===== src/rtl/task_sched_pkg.sv =====
`timescale 1ns/1ps
package task_sched_pkg;

    localparam int unsigned DEF_TYPES    = 4;
    localparam int unsigned DEF_INPUTS   = 3;
    localparam int unsigned DEF_STATIONS = 4;
    localparam int unsigned COST_W       = 4;

    typedef logic [COST_W-1:0] cost_t;

    // Per-task outcome of one placement stage
    typedef struct packed {
        logic placed;
        logic missed;
    } stage_res_t;

    function automatic int unsigned code_width(input int unsigned n_types);
        return $clog2(n_types + 1);
    endfunction

    // Processing cycles of type ty on station st; 0 means "cannot process"
    function automatic cost_t proc_cost(input int unsigned n_types,
                                        input int unsigned st,
                                        input int unsigned ty);
        cost_t c;
        c = '0;
        if (ty != 0 && ty <= n_types) begin
            case (st)
                0: c = cost_t'(ty);
                1: begin
                    if (n_types <= 2) c = (ty == 1) ? cost_t'(3) : cost_t'(1);
                    else begin
                        case (ty)
                            1:       c = cost_t'(2);
                            2:       c = cost_t'(1);
                            3:       c = cost_t'(2);
                            default: c = cost_t'(3);
                        endcase
                    end
                end
                2: c = cost_t'(1);
                3: c = (ty <= 2) ? cost_t'(2) : cost_t'(0);
                default: c = '0;
            endcase
        end
        return c;
    endfunction

endpackage


===== src/rtl/task_decode.sv =====
`timescale 1ns/1ps
module task_decode
    import task_sched_pkg::*;
#(
    parameter int unsigned N_TYPES = DEF_TYPES,
    parameter int unsigned CODE_W  = code_width(N_TYPES)
) (
    input  logic [CODE_W-1:0] code,
    output logic              is_task
);
    // Legal, nonzero code; illegal codes are treated as "no task"
    always_comb begin
        is_task = (code != '0) && (int'(code) <= int'(N_TYPES));
    end
endmodule


===== src/rtl/station_matcher.sv =====
`timescale 1ns/1ps
module station_matcher
    import task_sched_pkg::*;
#(
    parameter int unsigned N_TYPES = DEF_TYPES,
    parameter int unsigned N_ST    = DEF_STATIONS,
    parameter int unsigned CODE_W  = code_width(N_TYPES)
) (
    input  logic [CODE_W-1:0] code,
    input  logic              is_task,
    input  logic [N_ST-1:0]   avail_in,
    output logic [N_ST-1:0]   grant,
    output logic [N_ST-1:0]   avail_out,
    output stage_res_t        res
);
    cost_t best;
    cost_t c;
    logic  found;
    int    sel;

    always_comb begin
        best  = '1;
        found = 1'b0;
        sel   = 0;
        for (int s = 0; s < int'(N_ST); s++) begin
            c = proc_cost(N_TYPES, s, int'(code));
            if (is_task && avail_in[s] && (c != '0) && (!found || c < best)) begin
                found = 1'b1;
                best  = c;
                sel   = s;
            end
        end
        grant      = found ? (N_ST'(1) << sel) : '0;
        avail_out  = avail_in & ~grant;
        res.placed = found;
        res.missed = is_task && !found;
    end
endmodule


===== src/rtl/placed_counter.sv =====
`timescale 1ns/1ps
module placed_counter #(
    parameter int unsigned N_IN  = 3,
    parameter int unsigned CNT_W = $clog2(N_IN + 1)
) (
    input  logic [N_IN-1:0]  placed,
    output logic [CNT_W-1:0] count
);
    always_comb begin
        count = '0;
        for (int i = 0; i < int'(N_IN); i++) begin
            count = count + CNT_W'(placed[i]);
        end
    end
endmodule


===== src/rtl/task_allocator.sv =====
`timescale 1ns/1ps
module task_allocator
    import task_sched_pkg::*;
#(
    parameter int unsigned N_TYPES = DEF_TYPES,
    parameter int unsigned N_IN    = DEF_INPUTS,
    parameter int unsigned N_ST    = DEF_STATIONS,
    localparam int unsigned CODE_W = code_width(N_TYPES),
    localparam int unsigned CNT_W  = $clog2(N_IN + 1)
) (
    input  logic                   clk,
    input  logic                   rst,
    input  logic [N_IN*CODE_W-1:0] task_in,
    input  logic [N_ST-1:0]        ready,
    output logic [N_ST*CODE_W-1:0] alloc,
    output logic                   reject_flag,
    output logic [CNT_W-1:0]       placed_cnt
);
    logic [CODE_W-1:0] code   [N_IN];
    logic [N_ST-1:0]   avail  [N_IN+1];
    logic [N_ST-1:0]   grant  [N_IN];
    logic [N_IN-1:0]   is_task;
    logic [N_IN-1:0]   placed;
    logic [N_IN-1:0]   missed;
    stage_res_t        res    [N_IN];

    logic [N_ST*CODE_W-1:0] alloc_d;
    logic                   flag_d;
    logic [CNT_W-1:0]       cnt_d;

    assign avail[0] = ready;

    // Chain of placement stages, one per task input, lowest index first
    for (genvar i = 0; i < int'(N_IN); i++) begin : g_stage
        assign code[i] = task_in[i*CODE_W +: CODE_W];

        task_decode #(.N_TYPES(N_TYPES), .CODE_W(CODE_W)) u_dec (
            .code    (code[i]),
            .is_task (is_task[i])
        );

        station_matcher #(.N_TYPES(N_TYPES), .N_ST(N_ST), .CODE_W(CODE_W)) u_match (
            .code      (code[i]),
            .is_task   (is_task[i]),
            .avail_in  (avail[i]),
            .grant     (grant[i]),
            .avail_out (avail[i+1]),
            .res       (res[i])
        );

        assign placed[i] = res[i].placed;
        assign missed[i] = res[i].missed;
    end

    placed_counter #(.N_IN(N_IN), .CNT_W(CNT_W)) u_cnt (
        .placed (placed),
        .count  (cnt_d)
    );

    // Route each granted task code onto its station field
    always_comb begin
        alloc_d = '0;
        for (int s = 0; s < int'(N_ST); s++) begin
            for (int i = 0; i < int'(N_IN); i++) begin
                if (grant[i][s]) alloc_d[s*CODE_W +: CODE_W] = code[i];
            end
        end
        flag_d = |missed;
    end

    always_ff @(posedge clk) begin
        if (rst) begin
            alloc       <= '0;
            reject_flag <= 1'b0;
            placed_cnt  <= '0;
        end else begin
            alloc       <= alloc_d;
            reject_flag <= flag_d;
            placed_cnt  <= cnt_d;
        end
    end
endmodule


===== config.mk =====
export PLATFORM = sky130hd
export DESIGN_NAME = task_allocator
export DESIGN_NICKNAME = d
export VERILOG_FILES = /design/src/rtl/task_sched_pkg.sv /design/src/rtl/task_decode.sv /design/src/rtl/station_matcher.sv /design/src/rtl/placed_counter.sv /design/src/rtl/task_allocator.sv
export SDC_FILE = /design/constraint.sdc
export NUM_CORES = 1
export LEC_CHECK = 0
export ABC_AREA = 1
export CAP_MARGIN = 10
export CORE_MARGIN = 1
export CORE_UTILIZATION = 50
export CTS_BUF_LIST = sky130_fd_sc_hd__clkbuf_8 sky130_fd_sc_hd__clkbuf_16
export DETAILED_ROUTE_END_ITERATION = 12
export PLACE_DENSITY = 0.83
export SYNTH_ARGS = -nofsm -noshare
export SYNTH_HDL_FRONTEND = slang
export SYNTH_HIERARCHICAL = 1
export SYNTH_SLANG_ARGS = --single-unit

===== constraint.sdc =====
create_clock -name clk -period 11.1 [get_ports clk]
set_clock_uncertainty 0.15 [all_clocks]
set_input_delay 3.33 -clock clk [delete_from_list [all_inputs] [get_ports clk]]
set_output_delay 3.33 -clock clk [all_outputs]
set_load 0.005 [all_outputs]

==> summary.txt, run 1 <==
Global routing
  – First-pass GRT wire length: about 8000 um
  – Pin count of the biggest net entering global routing: 13
  – Vias in the first global route: roughly 2000
  – Antenna violations before repair: 0
  – Global route overflow: 0
  – Gr usage total: a little under a quarter

Final layout
  – Number of fill cells in the layout: 378
  – Final antenna diode count: 0
  – Fin nets: ~410
  – Share of layout cells above drive strength 1: 20.2%
  – Final core utilization: 63.7%
  – Synth-to-Final Area Change: 19.6%
  – Fin cells: 435

Detailed routing
  – Drt drc: 0
  – Routed wire length: around 4200 um
  – Drt initial violations: 68
  – Drt first pass iters: 4
  – Vias per cell: 4.73
  – WL per Instance: 9.76 um
  – Via count: 2059
  – Antenna Nets Post-Route: 0

Yosys
  – Syn Nets: 381
  – Synth Warn #: 6
  – Cell count after synthesis: 356
  – Mapped Area: 0.00199 sq mm
  – Avg Synthesized Cell Area: 5.60 sq um

Timing
  – Unrepaired setup endpoints after global routing: no
  – Fin crit period: 10.27 ns
  – Slew HR: 58.6%
  – Worst slew pin tran: 0.616 ns
  – Final-report setup violation count: 0
  – Slew Limit Fails: 0
  – Max Clk Rate: slightly below 100 MHz
  – Setup TNS: 0 ns
  – Period utilization: 92.5%
  – Hold Vio Cnt, Final: 0

Die
  – Die area: 0.00425 sq mm
  – Die width: around 65 um
  – # rows: 22
  – I/O pins: 30
  – Starting Density: 53.3%
  – Core region area: 0.00374 sq mm
  – Die height: 65.2 um

Power and ir drop
  – PwrDens: approximately 82 mW/mm^2
  – Peak VDD IR: a little under 0.00003 V
  – LEAKAGE: 1.39 nW
  – Total power draw: 0.000195 W

Worst setup path
  – CP required: 11.09 ns
  – Worst stage delay on the critical path: 0.48 ns
  – Max FO, Critical Path: 6
  – Worst setup EP type: register
  – WP data arrival: approximately 10 ns
  – Cell mode on critical path: nand2_1
  – Crit Path Class: primary input to register
  – CP Launch Type: primary input
  – Critical-path top delay cell: clkdlybuf4s50_1

Hold path
  – Min-delay worst type: primary input to register

Place
  – Placed Instances: 431
  – Port buffer count: 29
  – Post-DP HPWL: 3610 um
  – Gpl congestion: 0.961

CTS
  – Clock Sinks: 15
  – CTS tree: done
  – Num CTS Buffers: 3
  – Htree depth: 1
  – CTS clk-pin slew, worst paths: 0.05 ns
  – Maximum root-to-sink buffer count: 2
  – Clk root buf: clkbuf_8

Run status
  – Status: completed

Run
  – Max Cap Viol: 0
[path summary, 6_finish.rpt]
check / startpoint / endpoint / slack [ns] / depth (start not counted)
min: task_in[2] / alloc[2] / 3.48 / 5
max: task_in[1] / alloc[5] / 0.83 / 72
[per-stage QoR]
stage | setup WS [ns] | cell area [sq um] | hold slack [ns]
after floorplan | 1.70 | 1990 | 3.25
after global placement | 0.684 | 2330 | 3.81
after detailed placement | 0.441 | 2330 | 3.81
after CTS | 0.677 | 2370 | 3.57
after global routing | 0.0743 | 2390 | 3.54
final | 0.827 | 2390 | 3.48
[report_power, final]
part	internal (W)	switching, W
sequential	0.0000590	0.00000108
clock	0.0000244	0.0000161
combinational	0.0000389	0.0000553
total	0.000122	0.0000725
[layout make-up]
class                   count  area (sq um)  area share, %
multi-input cells         259          1370           57.5
repair buffers             31           308           12.9
flip-flops and latches     15           300           12.6
inverters                  78           300           12.6
well taps                  48          60.1           2.52
clock buffers               3          41.3           1.73
clock inverters             1          3.75          0.157
[worst max-delay path, delay by kind of cell]
| kind | cells | cell delay (ns) |
|---|---|---|
| simple gates | 51 | 3.51 |
| compound gates | 2 | 0.35 |
| fa+ha+maj | 7 | 1.79 |
| buf+inv | 12 | 1.24 |
[what timing repair did]
item	CTS	global route
buffers inserted	0	0
hold buffers	0	0
setup endpoints to repair	0	12
resized for setup	0	2
[placed cells by master, fill, tap and decap left out, types with 2 or more instances in the layout]
cell	count
inv_4	3
buf_4	2
nand2_2	15
a21oi_1	4
ha_1	8
nand3_1	10
clkdlybuf4s50_1	28
inv_2	18
nor3_1	12
a21oi_2	3
nand2_1	94
nand2_4	12
dfxtp_1	15
clkbuf_8	3
o21ai_0	5
nand3_2	8
nor2_2	11
nor2_1	59
o21ai_1	12
inv_1	58
nand3b_1	2
[layer usage]
metal	routed length (um)	track usage (%)	vias up	share of wire (%)
li1	-	-	1121	-
met4	46	7.07	0	1.1
met1	2030	26.7	887	48
met2	2060	42.8	46	48
met5	0	0	-	0
met3	114	1.56	5	2.7
[registers in the layout (all words and copies together) (netlist names)]
signal	cells
alloc	12
placed_cnt	2
reject_flag	1
(Power assumes the default switching activity.)
==> run 2: changes to the inputs <==
--- a/config.mk
+++ b/config.mk
@@ -6,13 +6,12 @@
 export NUM_CORES = 1
 export LEC_CHECK = 0
 export ABC_AREA = 1
-export CAP_MARGIN = 10
 export CORE_MARGIN = 1
 export CORE_UTILIZATION = 50
 export CTS_BUF_LIST = sky130_fd_sc_hd__clkbuf_8 sky130_fd_sc_hd__clkbuf_16
 export DETAILED_ROUTE_END_ITERATION = 12
-export PLACE_DENSITY = 0.83
+export DONT_BUFFER_PORTS = 1
+export PLACE_DENSITY = 0.74
 export SYNTH_ARGS = -nofsm -noshare
 export SYNTH_HDL_FRONTEND = slang
-export SYNTH_HIERARCHICAL = 1
 export SYNTH_SLANG_ARGS = --single-unit
==> run 2 against run 1 <==
Against the previous run: maximum frequency increased by 0.42%; sequential power increased by 5.2%; largest power group unchanged; sequential cell count is the same; clock power down 2%; count of clock-buffer cells in the layout is the same; non-clock buffer count shrank 31; first-iteration DRC count down 22%; synthesized area decreased by 20%; combinational power down 25%; worst hold slack got worse by 0.48 ns; total power shrank 11%.
==> summary.txt, run 2 <==
Hold path
  – Worst Hold End: alloc[9]
  – WHS Path Cells: 1 (-4)
  – Min-delay worst type: primary input to register
  – Worst hold path startpoint: rst

Yosys
  – Cell count after synthesis: 270 (-24%)
  – Largest area contributor in the netlist: dfxtp_1
  – Most numerous cell in the Yosys netlist: nand2_1
  – Post-synth top area share: about a fifth
  – Top FF cell, synth: dfxtp_1
  – Synth area leaders: dfxtp_1 (19%), nand2_1 (13%), inv_1 (10%), nor2_1 (9.0%), nand2_2 (6.7%)
  – Post-synth EDFFs: 0
  – Mapped Area: 0.00159 sq mm (-20%)
  – Register area share after synthesis: 18.9%
  – Commonest cells in the synthesized netlist: nand2_1 (53), inv_1 (44), nor2_1 (38), nand2_2 (17), o21ai_0 (17)
  – Synth cell types: 32
  – Synth Warn #: 0 (-6)
  – Yosys reg bits: 15
  – Avg Synthesized Cell Area: 5.89 sq um (+5.2%)
  – Ys async rst share: 0%
  – Syn Nets: 293 (-23%)

Timing
  – Slew Limit Fails: 0 (unchanged)
  – Unrepaired setup endpoints after global routing: no
  – Final-report setup violation count: 0 (unchanged)
  – Slew HR: 66.1% (+7.5 points)
  – Hold Vio Cnt, Final: 0 (unchanged)
  – Worst hold slack: 3.00 ns (-0.484 ns)
  – Fin crit period: 10.23 ns (-0.0434 ns)
  – Setup TNS: 0 ns (unchanged)
  – Max Clk Rate: 97.8 MHz (+0.42%)
  – Worst slew pin tran: 0.507 ns (-0.109 ns)
  – Period utilization: 92.2% (-0.39 points)

Detailed routing
  – Vias per cell: 4.92 (+3.9%)
  – Drt initial violations: 53 (-22%)
  – Drt first pass iters: 4 (unchanged)
  – Routed wire length: 3350 um (-21%)
  – Via count: 1544 (-25%)
  – Antenna Nets Post-Route: 0 (unchanged)
  – Drt drc: 0 (unchanged)
  – WL per Instance: 10.7 um (+9.2%)

Final layout
  – Fin nets: 294 (-29%)
  – Max reg flops: 12 (unchanged)
  – Final antenna diode count: 0 (unchanged)
  – Reg with most FFs: alloc
  – Top Registers: alloc: 12 flops, placed_cnt: 2 flops, reject_flag: 1 flops
  – Leading cell type in the layout, fill and taps excluded: nand2_1
  – Final Cell Area: 0.00167 sq mm (-30%)
  – Most frequent cells in the layout: nand2_1 (53), inv_1 (45), nor2_1 (38), nand2_2 (17), o21ai_0 (17)
  – Fin cells: 314 (-28%)
  – Final core utilization: 55.1% (-8.6 points)
  – Share of layout cells above drive strength 1: 17.0% (-3.1 points)
  – Synth-to-Final Area Change: 4.87%

Global routing
  – Vias in the first global route: 1354 (-32%)
  – Gr usage total: 21.5% (-1.1 points)
  – Antenna violations before repair: 0 (unchanged)
  – First-pass GRT wire length: 5700 um (-27%)
  – Global route overflow: 0 (unchanged)
  – Pin count of the biggest net entering global routing: 13 (unchanged)

CTS
  – Num CTS Buffers: 3 (unchanged)
  – CTS Hold Bufs: 0 (unchanged)
  – Clock Sinks: 15 (unchanged)
  – Clk root buf: clkbuf_8
  – Maximum root-to-sink buffer count: 2 (unchanged)
  – CTS tree: done
  – CTS clk-pin slew, worst paths: 0.05 ns (about the same)
  – PostCTS Resize Cnt: 0 (unchanged)
  – Htree depth: 1 (unchanged)
  – Setup bufs post-CTS: 0 (unchanged)

Power and ir drop
  – Sw frac: 36.8% (-0.39 points)
  – Clock power frac: 22.9% (+2.1 points)
  – PwrDens: 104 mW/mm^2 (+27%)
  – Net Switching: 0.0000639 W (-12%)
  – Combinational power share: 40.7% (-7.7 points)
  – Int Pwr: 0.000110 W (-10%)
  – Peak VDD IR: 0.0000296 V (+0.96%)
  – LEAKAGE: 0.962 nW (-31%)
  – Reg power frac: 36.4% (+5.6 points)

Die
  – Starting Density: 52.6% (-0.71 points)
  – Die area: 0.00341 sq mm (-20%)
  – Die width: 58.4 um (-10%)
  – Core region area: 0.00303 sq mm (-19%)
  – Die height: 58.4 um (-10%)
  – I/O pins: 30 (unchanged)
  – # rows: 20 (-9.1%)

Place
  – Post-DP HPWL: 2820 um (-22%)
  – Port buffer count: 0 (-100%)
  – Placed Instances: 310 (-28%)
  – Gpl congestion: 0.840 (-13%)
  – Area post-placement: 0.00162 sq mm (-30%)

Worst setup path
  – WP data arrival: 10.26 ns (about the same)
  – Worst stage delay on the critical path: 0.27 ns (-0.21 ns)
  – CP Launch Type: primary input
  – Critical-path top delay cell: ha_1
  – Cell mode on critical path: nand2_1
  – CP required: 11.13 ns (+0.04 ns)
  – Max FO, Critical Path: 12 (+6)
  – Crit Path Class: primary input to register
  – Worst setup EP type: register

Run status
  – Status: completed

Run
  – Max Cap Viol: 0 (unchanged)
==> run 2: critical path: cells and delay by family <==
kind                       cells  cell delay [ns]
and+or+nand+nor               52             4.47
adders and majority gates      6             1.54
AOI/OAI and AO/OA              3             0.54
buffers and inverters          6             0.35
==> run 2: layer usage <==
layer / vias to the layer above / GRT usage [%] / wire length, um
met2: 60 / 34.8 / 1470
met3: 2 / 2.86 / 241
met1: 639 / 28.5 / 1620
li1: 843 / - / -
met5: - / 0 / 0
met4: 0 / 9.18 / 19
==> run 2: kinds of logic after synthesis <==
logic type	Yosys count	synth area share, %
simple gates	148	45.0
buf+inv	58	14.2
compound gates	40	14.9
flops	15	18.9
fa+ha+maj	8	6.76
other cells	1	0.236
==> run 2: layout make-up <==
cell class | instances | area (sq um)
inverters | 54 | 203
multi-input cells | 197 | 1070
clock buffers | 3 | 41.3
fillers | 308 | 1360
clock inverters | 1 | 3.75
flip-flops and latches | 15 | 300
well taps | 44 | 55.1
==> run 2: through the flow <==
step / worst slack (ns) / total power (W)
2_1_floorplan: 1.41 / 0.000124
3_3_place_gp: 0.674 / 0.000134
3_5_place_dp: 0.606 / 0.000135
4_1_cts: 0.846 / 0.000175
5_1_grt: 0.0111 / 0.000191
6_report: 0.871 / 0.000173
==> run 2: worst max path at each step <==
stage | from | endpoint | slack (ns) | cells after the start
floorplan | task_in[0] | alloc[0] | 1.41 | 67
global placement | task_in[0] | alloc[0] | 0.67 | 67
detailed placement | task_in[0] | alloc[4] | 0.61 | 67
CTS | task_in[0] | alloc[4] | 0.85 | 67
global route | task_in[0] | alloc[3] | 0.01 | 67
finish | task_in[0] | alloc[1] | 0.87 | 67
==> run 2: power by group through the flow <==
stage	clock network (W)	registers, W	logic [W]
6_report	0.0000397	0.0000632	0.0000706
5_1_grt	0.0000449	0.0000642	0.0000818
4_1_cts	0.0000413	0.0000633	0.0000705
3_5_place_dp	0	0.0000644	0.0000702
3_3_place_gp	0	0.0000644	0.0000701
2_1_floorplan	0	0.0000641	0.0000600
==> run 3: changes to the inputs <==
--- a/config.mk
+++ b/config.mk
@@ -9,8 +9,10 @@
 export CORE_MARGIN = 1
 export CORE_UTILIZATION = 50
 export CTS_BUF_LIST = sky130_fd_sc_hd__clkbuf_8 sky130_fd_sc_hd__clkbuf_16
+export CTS_CLUSTER_DIAMETER = 40
 export DETAILED_ROUTE_END_ITERATION = 12
 export DONT_BUFFER_PORTS = 1
+export GPL_TIMING_DRIVEN = 0
 export PLACE_DENSITY = 0.74
 export SYNTH_ARGS = -nofsm -noshare
 export SYNTH_HDL_FRONTEND = slang
==> run 3 against run 2 <==
Against the previous run: die area did not move; worst hold slack improved by 0.091 ns; wire length rose by 4.3%; sequential cell count did not move; setup slack improved by 0.028 ns; critical path type unchanged; critical endpoint is now alloc[0]; largest power group unchanged.
==> summary.txt, run 3 (synthesis gave the netlist of run 2 again) <==
Run status
  – Status: completed

Run
  – Max Cap Viol: 0 (unchanged)

Timing
  – Setup slack after layout: 0.899 ns (+0.0283 ns)
  – Slew Limit Fails: 0 (unchanged)
  – Max Clk Rate: 98.0 MHz (+0.28%)
  – Slew HR: 64.0% (-2.0 points)
  – Setup TNS: 0 ns (unchanged)
  – Hold Vio Cnt, Final: 0 (unchanged)
  – Worst slew pin tran: 0.538 ns (+0.0306 ns)
  – Fin crit period: 10.20 ns (-0.0283 ns)
  – Final-report setup violation count: 0 (unchanged)
  – Period utilization: 91.9% (-0.26 points)
  – Unrepaired setup endpoints after global routing: no

Power and ir drop
  – Clock power frac: 23.2% (+0.3 points)
  – Reg power frac: 35.6% (-0.8 points)
  – Int Pwr: 0.000111 W (+0.91%)
  – Combinational power share: 41.2% (+0.5 points)
  – Total power draw: 0.000178 W (+2.3%)
  – Peak VDD IR: 0.0000322 V (+8.8%)
  – Sw frac: 37.7% (+0.87 points)
  – LEAKAGE: 0.972 nW (+1.1%)
  – Net Switching: 0.0000669 W (+4.8%)
  – PwrDens: 104 mW/mm^2 (+0.30%)

Detailed routing
  – WL met1: 1720 um (+6.3%)
  – Via count: 1597 (+3.4%)
  – Highest routed layer: met4
  – Drt initial violations: 59 (+11%)
  – Routed wire length: 3490 um (+4.3%)
  – Drt first pass iters: 4 (unchanged)
  – WL met2: 1530 um (+4.6%)
  – DR WL met3: 178 um (-26%)
  – Drt drc: 0 (unchanged)
  – Antenna Nets Post-Route: 0 (unchanged)
  – WL per Instance: 11.0 um (+3.0%)
  – Vias per cell: 5.02 (+2.1%)

Hold path
  – Min-delay worst type: primary input to register
  – WHS Path Cells: 2 (+1)

CTS
  – Maximum root-to-sink buffer count: 2 (unchanged)
  – CTS tree: done
  – Htree depth: 1 (unchanged)
  – CTS clk-pin slew, worst paths: 0.05 ns (about the same)
  – Clock Sinks: 15 (unchanged)
  – Num CTS Buffers: 3 (unchanged)
  – CTS Hold Bufs: 0 (unchanged)
  – Clk root buf: clkbuf_8
  – Setup bufs post-CTS: 0 (unchanged)

Place
  – Port buffer count: 0 (unchanged)
  – Pre-CTS setup slack: 0.606 ns (+0.000642 ns)
  – Gpl congestion: 0.846 (+0.67%)
  – Area post-placement: 0.00165 sq mm (+1.4%)
  – Post-DP HPWL: 2890 um (+2.6%)

Final layout
  – Final Cell Area: 0.00170 sq mm (+2.0%)
  – Share of layout cells above drive strength 1: 17.5% (+0.48 points)
  – Fin nets: 298 (+1.4%)
  – Number of fill cells in the layout: 335 (+8.8%)
  – Max reg flops: 12 (unchanged)
  – Reg with most FFs: alloc
  – Leading cell type in the layout, fill and taps excluded: nand2_1
  – Synth-to-Final Area Change: 7.00%
  – Final antenna diode count: 0 (unchanged)
  – Top Registers: alloc: 12 flops, placed_cnt: 2 flops, reject_flag: 1 flops
  – Most frequent cells in the layout: nand2_1 (53), inv_1 (44), nor2_1 (38), o21ai_0 (17), nand2_2 (16)

Die
  – Die area: 0.00341 sq mm (unchanged)
  – Die width: 58.4 um (unchanged)
  – Core region area: 0.00303 sq mm (unchanged)
  – Die height: 58.4 um (unchanged)
  – I/O pins: 30 (unchanged)
  – Starting Density: 52.6% (unchanged)
  – # rows: 20 (unchanged)

Global routing
  – First-pass GRT wire length: 5970 um (+4.7%)
  – Vias in the first global route: 1383 (+2.1%)
  – Global route overflow: 0 (unchanged)
  – Gr usage total: 22.4% (+0.96 points)
  – Antenna violations before repair: 0 (unchanged)
  – Pin count of the biggest net entering global routing: 11 (-2)

Worst setup path
  – Cell mode on critical path: nand2_1
  – Worst setup EP type: register
  – Max FO, Critical Path: 10 (-2)
  – Critical-path top delay cell: ha_1
  – Worst stage delay on the critical path: 0.27 ns (about the same)
  – WP data arrival: 10.19 ns (-0.07 ns)
  – CP Launch Type: primary input
  – CP required: 11.09 ns (-0.04 ns)
  – Crit Path Class: primary input to register
-- run 3: changes by cell type in the layout (fill, tap and decap cells not counted), sizes merged --
cell / delta
clkbuf: +3
buf: +1
clkinv: +1
inv: -1
-- run 3: path summary, 6_finish.rpt --
kind / slack, ns / to / startpoint
worst max-delay path: 0.90 / alloc[0] / task_in[0]
worst min-delay path: 3.09 / alloc[10] / task_in[7]
-- run 3: worst max-delay path, delay by kind of cell --
family	cells	cell delay, ns
compound gates	3	0.54
fa+ha+maj	6	1.55
buf+inv	6	0.45
simple gates	52	4.34
-- run 3: what timing repair did --
action,4_1_cts,5_1_grt
endpoints found under the hold margin,0,0
resized for setup,0,2
endpoints found under the setup margin,0,8
-- run 3: metrics by stage --
stage	instances	util [%]	hold slack (ns)
floorplan	270	-	3.33
global placement	314	54.4	3.34
detailed placement	314	54.4	3.34
CTS	318	55.9	3.08
global route	318	56.2	3.09
finish	318	56.2	3.09
-- run 3: routing by layer --
metal / up-vias / GRT usage [%]
met3: 6 / 2.20
met2: 48 / 35.5
li1: 861 / -
met5: - / 0
met1: 682 / 30.7
met4: 0 / 10.2
-- run 3: final cells by class --
type | count | area (sq um) | share of cell area, %
flip-flops and latches | 15 | 300 | 17.6
clock buffers | 3 | 41.3 | 2.42
well taps | 44 | 55.1 | 3.23
clock inverters | 1 | 5.00 | 0.294
inverters | 54 | 203 | 11.9
plain buffers | 4 | 22.5 | 1.32
multi-input cells | 197 | 1080 | 63.2
-- run 3: power by group through the flow --
stage	combinational (W)	sequential [W]	clock, W
floorplan	0.0000600	0.0000641	0
CTS	0.0000726	0.0000633	0.0000428
detailed placement	0.0000721	0.0000644	0
global placement	0.0000712	0.0000644	0
global route	0.0000847	0.0000643	0.0000462
finish	0.0000731	0.0000632	0.0000412
